<file path="config.mk">
export PLATFORM = sky130hd
export DESIGN_NAME = ddr_cke_seq
export DESIGN_NICKNAME = d
export VERILOG_FILES = /design/src/rtl/pwrseq_pkg.sv /design/src/rtl/cke_hold_timer.sv /design/src/rtl/pd_deadline.sv /design/src/rtl/srx_window.sv /design/src/rtl/ddr_cke_seq.sv
export SDC_FILE = /design/constraint.sdc
export NUM_CORES = 1
export LEC_CHECK = 0
export ABC_AREA = 1
export BUFFER_PORTS_ARGS = -buffer_cell sky130_fd_sc_hd__buf_2
export CORE_ASPECT_RATIO = 0.5
export CORE_MARGIN = 4
export CORE_UTILIZATION = 59
export DETAILED_ROUTE_END_ITERATION = 12
export MAX_ROUTING_LAYER = met4
export PLACE_DENSITY = 0.85
export SKIP_CTS_REPAIR_TIMING = 1
export SLEW_MARGIN = 10
export SYNTH_ARGS = -nofsm -noshare
export SYNTH_HDL_FRONTEND = slang
export SYNTH_SLANG_ARGS = --single-unit
</file>
<file path="constraint.sdc">
create_clock -name clk_i -period 2.1 [get_ports clk_i]
set_input_delay 0.105 -clock clk_i [delete_from_list [all_inputs] [get_ports clk_i]]
set_output_delay 0.105 -clock clk_i [all_outputs]
set_load 0.01 [all_outputs]
</file>
<file path="src/rtl/pwrseq_pkg.sv">
package pwrseq_pkg;
  typedef enum logic [2:0] {
    MODE_RUN = 3'd0,
    MODE_APD = 3'd1,
    MODE_PPD = 3'd2,
    MODE_SR  = 3'd3,
    MODE_SRX = 3'd4
  } mode_e;

  typedef enum logic [1:0] {
    BUS_NOP = 2'd0,
    BUS_DES = 2'd1,
    BUS_REF = 2'd2
  } bus_cmd_e;
endpackage

</file>
<file path="src/rtl/cke_hold_timer.sv">
module cke_hold_timer #(
  parameter int MIN_CKE = 3
) (
  input  logic clk_i,
  input  logic rst_ni,
  input  logic restart_i,
  output logic ok_o
);
  localparam int W = $clog2(MIN_CKE + 1);
  localparam logic [W-1:0] LIMIT = W'(MIN_CKE);

  logic [W-1:0] cnt_q;

  // counts cycles the present cke level has been on the pin
  always_ff @(posedge clk_i or negedge rst_ni) begin
    if (!rst_ni)           cnt_q <= LIMIT;
    else if (restart_i)    cnt_q <= W'(1);
    else if (cnt_q < LIMIT) cnt_q <= cnt_q + W'(1);
  end

  assign ok_o = (cnt_q >= LIMIT);
endmodule

</file>
<file path="src/rtl/pd_deadline.sv">
module pd_deadline #(
  parameter int PD_MAX_CYC = 7800
) (
  input  logic clk_i,
  input  logic rst_ni,
  input  logic load_i,
  input  logic run_i,
  output logic expired_o
);
  localparam int W = $clog2(PD_MAX_CYC + 1);
  localparam logic [W-1:0] START = W'(PD_MAX_CYC - 1);

  logic [W-1:0] cnt_q;

  always_ff @(posedge clk_i or negedge rst_ni) begin
    if (!rst_ni)                    cnt_q <= START;
    else if (load_i)                cnt_q <= START;
    else if (run_i && cnt_q != '0)  cnt_q <= cnt_q - W'(1);
  end

  assign expired_o = (cnt_q == '0);
endmodule

</file>
<file path="src/rtl/srx_window.sv">
module srx_window #(
  parameter int XSNR_CYC = 10,
  parameter int XSRD_CYC = 200
) (
  input  logic clk_i,
  input  logic rst_ni,
  input  logic clear_i,
  input  logic run_i,
  output logic issue_ok_o,
  output logic done_o
);
  localparam int W = $clog2(XSRD_CYC + 1);
  localparam logic [W-1:0] NSR = W'(XSNR_CYC);
  localparam logic [W-1:0] LAST = W'(XSRD_CYC - 1);

  logic [W-1:0] cnt_q;

  always_ff @(posedge clk_i or negedge rst_ni) begin
    if (!rst_ni)                 cnt_q <= '0;
    else if (clear_i)            cnt_q <= '0;
    else if (run_i && !done_o)   cnt_q <= cnt_q + W'(1);
  end

  assign issue_ok_o = (cnt_q >= NSR);
  assign done_o     = (cnt_q == LAST);
endmodule

</file>
<file path="src/rtl/ddr_cke_seq.sv">
module ddr_cke_seq
  import pwrseq_pkg::*;
#(
  parameter int MIN_CKE    = 3,
  parameter int XSNR_CYC   = 10,
  parameter int XSRD_CYC   = 200,
  parameter int PD_MAX_CYC = 7800
) (
  input  logic       clk_i,
  input  logic       rst_ni,
  input  logic       pd_req_i,
  input  logic       sr_req_i,
  input  logic       wake_req_i,
  input  logic       banks_open_i,
  input  logic       busy_i,
  output logic       cke_o,
  output logic [1:0] cmd_o,
  output logic       read_ok_o,
  output logic       issue_ok_o,
  output logic [2:0] mode_o,
  output logic       err_o
);
  mode_e    state_q, state_d;
  bus_cmd_e cmd_q, cmd_d;
  logic     err_q;
  logic     hold_ok, hold_restart;
  logic     pd_load, pd_expired, pd_run;
  logic     srx_clear, srx_issue_ok, srx_done, srx_run;
  logic     reject;

  cke_hold_timer #(.MIN_CKE(MIN_CKE)) i_hold (
    .clk_i     (clk_i),
    .rst_ni    (rst_ni),
    .restart_i (hold_restart),
    .ok_o      (hold_ok)
  );

  pd_deadline #(.PD_MAX_CYC(PD_MAX_CYC)) i_deadline (
    .clk_i     (clk_i),
    .rst_ni    (rst_ni),
    .load_i    (pd_load),
    .run_i     (pd_run),
    .expired_o (pd_expired)
  );

  srx_window #(.XSNR_CYC(XSNR_CYC), .XSRD_CYC(XSRD_CYC)) i_srx (
    .clk_i      (clk_i),
    .rst_ni     (rst_ni),
    .clear_i    (srx_clear),
    .run_i      (srx_run),
    .issue_ok_o (srx_issue_ok),
    .done_o     (srx_done)
  );

  assign pd_run  = (state_q == MODE_APD) || (state_q == MODE_PPD);
  assign srx_run = (state_q == MODE_SRX);

  always_comb begin
    state_d      = state_q;
    cmd_d        = BUS_NOP;
    hold_restart = 1'b0;
    pd_load      = 1'b0;
    srx_clear    = 1'b0;
    reject       = 1'b0;
    unique case (state_q)
      MODE_RUN: begin
        if (sr_req_i && banks_open_i) begin
          reject = 1'b1;
        end else if ((sr_req_i || pd_req_i) && !busy_i && hold_ok) begin
          hold_restart = 1'b1;
          pd_load      = 1'b1;
          if (sr_req_i) begin
            state_d = MODE_SR;
            cmd_d   = BUS_REF;
          end else begin
            state_d = banks_open_i ? MODE_APD : MODE_PPD;
          end
        end
      end
      MODE_APD, MODE_PPD: begin
        if (hold_ok && (wake_req_i || pd_expired)) begin
          state_d      = MODE_RUN;
          hold_restart = 1'b1;
        end else begin
          cmd_d = BUS_DES;
        end
      end
      MODE_SR: begin
        if (hold_ok && wake_req_i) begin
          state_d      = MODE_SRX;
          hold_restart = 1'b1;
          srx_clear    = 1'b1;
        end else begin
          cmd_d = BUS_DES;
        end
      end
      MODE_SRX: begin
        if (srx_done) state_d = MODE_RUN;
      end
      default: state_d = MODE_RUN;
    endcase
  end

  always_ff @(posedge clk_i or negedge rst_ni) begin
    if (!rst_ni) begin
      state_q <= MODE_RUN;
      cmd_q   <= BUS_NOP;
      err_q   <= 1'b0;
    end else begin
      state_q <= state_d;
      cmd_q   <= cmd_d;
      if (reject) err_q <= 1'b1;
    end
  end

  assign cke_o      = (state_q == MODE_RUN) || (state_q == MODE_SRX);
  assign cmd_o      = cmd_q;
  assign mode_o     = state_q;
  assign err_o      = err_q;
  assign read_ok_o  = (state_q == MODE_RUN);
  assign issue_ok_o = (state_q == MODE_RUN) || ((state_q == MODE_SRX) && srx_issue_ok);
endmodule

</file>
* Word-level counts from Yosys, hierarchy flattened *
Cells that the tools add are included.
W data, S select, Z words.

operators by class
  equality and inequality tests = 10
  add/sub/neg operators = 3
  mux-type cells = 29
  reductions and logical operators = 23
  magnitude comparators = 3

operator list
  cell                     number
  $mux W13                 2
  $mux W8                  2
  $mux W3                  5
  $mux W2                  7
  $logic_not A13 Y1        1
  $reduce_bool A13 Y1      1
  $sub A13 B1 Y13 const B  1
  $pmux W3 S4              1
  $mux W1                  10
  $add A8 B1 Y8 const B    1
  $eq A8 B8 Y1 const B     1
  $ge A8 B4 Y1 const B     1
  $logic_and A1 B1 Y1      8
  $ne A2 B2 Y1 const B     4
  $eq A3 B2 Y1 const B     2
  $pmux W2 S3              1
  $reduce_bool A2 Y1       3
  $logic_or A1 B1 Y1       5
  $reduce_and A5 Y1        1
  $eq A3 B1 Y1 const B     1
  $eq A3 B3 Y1 const B     1
  $logic_not A3 Y1         1
  $pmux W1 S3              1
  $add A2 B1 Y2 const B    1
  other kinds (5)          6

word-level totals
  input port bits = 7
  output and inout port bits = 9
  register bits after elaboration = 29
  word-level logic and storage cells = 74

* Logic depth before layout (Yosys ltp) *
  depth after elaboration = 7
  depth in mapped cells = 11
  mapped depth without buffers = 10

* Hierarchy *
A second synthesis with hierarchy kept.

second synthesis, totals
  cell total of the unflattened synthesis = 287
  area total of the unflattened synthesis = 2,028.2 µm²

modules (own cells, without submodules)
  module          instances  area an instance (µm²)  cells an instance  seq. area each (µm²)
  pd_deadline     1          934.6                   134                337.8
  srx_window      1          546.8                   77                 200.2
  ddr_cke_seq     1          444.2                   64                 150.1
  cke_hold_timer  1          102.6                   12                 52.6

* Worst setup path after synthesis *
No wires, ideal clock.

  kind = register to register
  start = register i_hold.cnt_q[0]
  end = register state_q[1], in the netlist mode_o[1]
  library setup time = 117 ps
  clock period less this slack = 1,565 ps
  path buffers = 1
  slack = 535 ps
  arrival = 1,448 ps
  cell stages (with the launch flop) = 12
  required time = 1,983 ps
  path through = dfstp_2 -> ha_1 -> buf_4 -> inv_1 -> nor2_4 -> nand2_1 -> nand2_1 -> nand2_1 -> nor2_1 -> nand3_1 -> nand2_1 -> nand2_1

between the ends
  longest elaborated chain between the ends = 4
  elaborated cells between the ends (all ways) = 8
  those cells by class = order compare (1); eq/ne (3); reduce/logical (4)

RTL lines
  element                                                 RTL line                                                 text
  from (decl)                                             cke_hold_timer.sv:12                                     logic [W-1:0] cnt_q;
  from (signal assigned)                                  cke_hold_timer.sv:18                                     else if (cnt_q < LIMIT) cnt_q <= cnt_q + W'(1);
  $ge A2 B2 Y1 (*)                                        cke_hold_timer.sv:21                                     assign ok_o = (cnt_q >= LIMIT);
  $logic_and A1 B1 Y1, on equally long branches           ddr_cke_seq.sv:89, ddr_cke_seq.sv:69, ddr_cke_seq.sv:81
  $ne A2 B2 Y1 (no line) or $ne A2 B1 Y1 (tied branches)  -
  $reduce_and A5 Y1 (no line) (*)                         -
  to (signal assigned)                                    ddr_cke_seq.sv:110                                       state_q <= state_d;
  to (decl)                                               ddr_cke_seq.sv:23                                        mode_e state_q, state_d;

Every way passes the cells marked *; elsewhere a longest branch is shown, timed or not.
A chain may end at the register's enable or synchronous reset.

* Worst setup path after layout *
  start = register i_hold.cnt_q[0]
  end = register i_deadline.cnt_q[7]

between the ends
  longest elaborated chain between the ends = 6
  elaborated cells between the ends (all ways) = 7
  those cells by class = order compare (1); mux (4); reduce/logical (2)

RTL lines
  element                                         RTL line              text
  $ge A2 B2 Y1 (*)                                cke_hold_timer.sv:21
  $logic_and A1 B1 Y1 (*)                         ddr_cke_seq.sv:69     end else if ((sr_req_i || pd_req_i) && !busy_i && hold_ok) begin
  $mux W1 (*)                                     ddr_cke_seq.sv:69
  $mux W1 (*)                                     ddr_cke_seq.sv:67     if (sr_req_i && banks_open_i) begin
  $mux W1 (*)                                     ddr_cke_seq.sv:65     unique case (state_q)
  $mux W13 or $reduce_bool A2 Y1 (tied branches)  -
  to (signal assigned)                            pd_deadline.sv:18     else if (run_i && cnt_q != '0) cnt_q <= cnt_q - W'(1);
  to (decl)                                       pd_deadline.sv:13     logic [W-1:0] cnt_q;

Marked as above.

==> metrics.yaml <==
route:
  drt-initial-drc-count: 97
  wirelength_met1_mm: 1.611
  vias_per_cell: 5.449
  detail_route.wl_per_cell_um: 12.71
  drt_pre_antenna_iters: 4
  wl_met2_mm: 1.772
  drc_errors: 0
  ant_nets: 0
  via_count: 1553
  maxUsedRoutingLayer: "met4"
  routed_wl_mm: 3.621
  wl_met3_um: 174
timing:
  slew_headroom_pct: 58.11
  setup_slack_ns: 0.2739
  worst_pin_slew_ns: 0.6283
  finalSetupViolCount: 0
  final_max_slew_viol_count: 0
  rsz0062_at_grt: "false"
  fin_crit_sh_pct: 86.96
  fmax_mhz: 547.6
  setup_tns_ns: 0
  period_needed_ns: 1.826
  hold_viol: 0
  worst_hold_slack_ns: 0.1024
  fin_worst_skew_ns: 0.002920
finish:
  multiInputGateArea_sq_um: 899.6
  num_antenna_cells: 0
  area_growth_pct: 11.30
  regArea_sq_um: 740.7
  final.fill_count: 207
  fin_nets: 258
  drive_above_1_share_pct: 23.79
global_route:
  overflow: 0
  antenna_found_initial: 0
  grt_max_degree: 30
  grtUsageTotal_pct: 21.60
  grt_pass1_wl_mm: 6.389
  grt_pass1_vias: 1454
min_path:
  hold_depth: 3
  hp-class: "input port to flip-flop"
  holdPathEnd: "cmd_o[1]"
  hold_start: "sr_req_i"
die:
  initial_core_util_pct: 65.23
  ios: 16
  die-area_sq_um: 4038
  die_w_um: 85.96
  die-height_um: 46.98
  core_area_sq_um: 2749
  rows: 13
clocking:
  root_buffer: "clkbuf_8"
  clk_pin_slew_ns: 0.06
  cts_buffer_depth: 2
  clk_latency_ns: 0.28
  cts_tree: "yes"
  clkSinkCount: 29
  cts_buffers: 5
  h-tree-depth: 2
placed_design:
  pre_cts_slack_ns: 0.2960
  port_buffers: 15
  hpwlAfterDp_mm: 2.595
  gp_congestion: 0.8485
synth:
  synth_cell_type_count: 31
  synth_area_per_cell_sq_um: 7.899
  ys_top_cells_by_area: "dfrtp_1, dfstp_2, nand2_1, inv_1, nand3_1"
  ys_seq_area_share_pct: 41.31
  yosysWarnings: 0
  synth_seq_cells: 29
  yosysMostFrequentCell: "nand2_1"
  synthArstFlopShare_pct: 100.0
  synth_fp_nets: 238
  synthFlopType: "dfrtp_1"
  synth_edf_count: 0
  yosysTopAreaCell: "dfrtp_1"
  synth_top_area_share_pct: 23.73
  synthCells: 227
  netlist_area_sq_um: 1793
  synth_common_cells: "nand2_1, inv_1, nor2_1"
power:
  p_per_area_nw_per_um2: 1342
  cellLeakagePower_nw: 0.9887
  peakVddDrop_mv: 0.8293
critical_path:
  r2r-start: "i_hold.cnt_q[0]"
  cp.arrival_ns: 2.03
  end_kind: "flip-flop"
  cp_max_fo: 16
  reg2reg_depth: 7
  rrSetupSlack_ns: 0.27
  worst_setup_path_start_kind: "flip-flop"
  critPathRequiredTime_ns: 2.30
  reg2reg_to: "i_deadline.cnt_q[7]"
  critPathKind: "flip-flop to flip-flop"
status:
  status: "finished, final reports clean"
run:
  maxCapViolCount: 0
==> critical path, cell delays in order, from the launching register on <==
cell and delay [ns]:
dfstp_2 0.55, ha_1 0.30, inv_1 0.11, nor2_4 0.12, nand4_4 0.24, nand2_2 0.22
nand4_1 0.11, o21ai_0 0.09
==> how the worst max path moves through the flow <==
stage                          from  depth (start not counted)  slack (ns)             endpoint
detailed placement  i_hold.cnt_q[0]                          7        0.30  i_deadline.cnt_q[7]
finish              i_hold.cnt_q[0]                          7        0.27  i_deadline.cnt_q[7]
global route        i_hold.cnt_q[0]                          7        0.14  i_deadline.cnt_q[7]
floorplan           i_hold.cnt_q[0]                         11        0.54            mode_o[1]
global placement    i_hold.cnt_q[0]                          7        0.40  i_deadline.cnt_q[7]
CTS                 i_hold.cnt_q[0]                         10        0.27            mode_o[0]
==> placed cells by master (no fill, tap or decap), types with 3 or more instances in the layout <==
cell | netlist | layout
nand3_1 | 21 | 21
nand2_4 | 3 | 3
inv_1 | 29 | 29
nor2_4 | 4 | 4
nand4_1 | 9 | 9
nand2_1 | 50 | 50
ha_1 | 4 | 4
a21oi_1 | 7 | 7
buf_2 | 0 | 15
dfrtp_1 | 17 | 17
nor2_1 | 24 | 24
nand2_2 | 5 | 5
dfstp_2 | 12 | 12
xor2_1 | 3 | 3
o21ai_0 | 16 | 16
clkbuf_8 | 0 | 7
==> through the flow <==
stage               total power (W)  std cells  area [sq um]  utilization (%)
finish                     0.002678        285          1996            72.60
global route               0.002900        285          1996            72.60
CTS                        0.002686        284          1986            72.23
detailed placement         0.002149        276          1884            68.55
global placement           0.002093        276          1884            68.55
floorplan                  0.001902        227          1793                -
==> flip-flops by register name, summed over array words and instances (netlist names) <==
register and flops:
cmd_o 2, err_o 1, i_deadline.cnt_q 13, i_hold.cnt_q 2
i_srx.cnt_q 8, mode_o 3
==> cells by family (layout without fill, tap and decap cells) <==
logic type | count (synthesis) | in the layout | synth area share (%)
compound gates | 27 | 27 | 8.096
fa+ha+maj | 4 | 4 | 2.791
xor+xnor | 4 | 4 | 1.954
mux | 1 | 1 | 0.5583
simple gates | 127 | 127 | 36.78
buf+inv | 35 | 56 | 8.514
flops | 29 | 29 | 41.31
==> per-layer routing <==
layer / up-vias / global-route usage [%]
met5: - / -
met2: 44 / 36.45
met1: 720 / 24.95
met4: 0 / 9.148
li1: 779 / -
met3: 10 / 6.130
==> power by group <==
part	internal [W]	leakage [nW]	switching [W]
clock	0.000296	0.0542	0.000217
combinational	0.000408	0.588	0.000761
sequential	0.000820	0.346	0.000176
==> area by class of cell <==
cell class	count	area share, %
Timing Repair Buffer	16	4.263
Inverter	32	6.144
Tap cell	37	2.320
Multi-Input combinational cell	163	45.08
Sequential cell	29	37.12
Clock inverter	1	0.2508
Clock buffer	7	4.828
No activity file was read; power rests on OpenSTA's default activity.
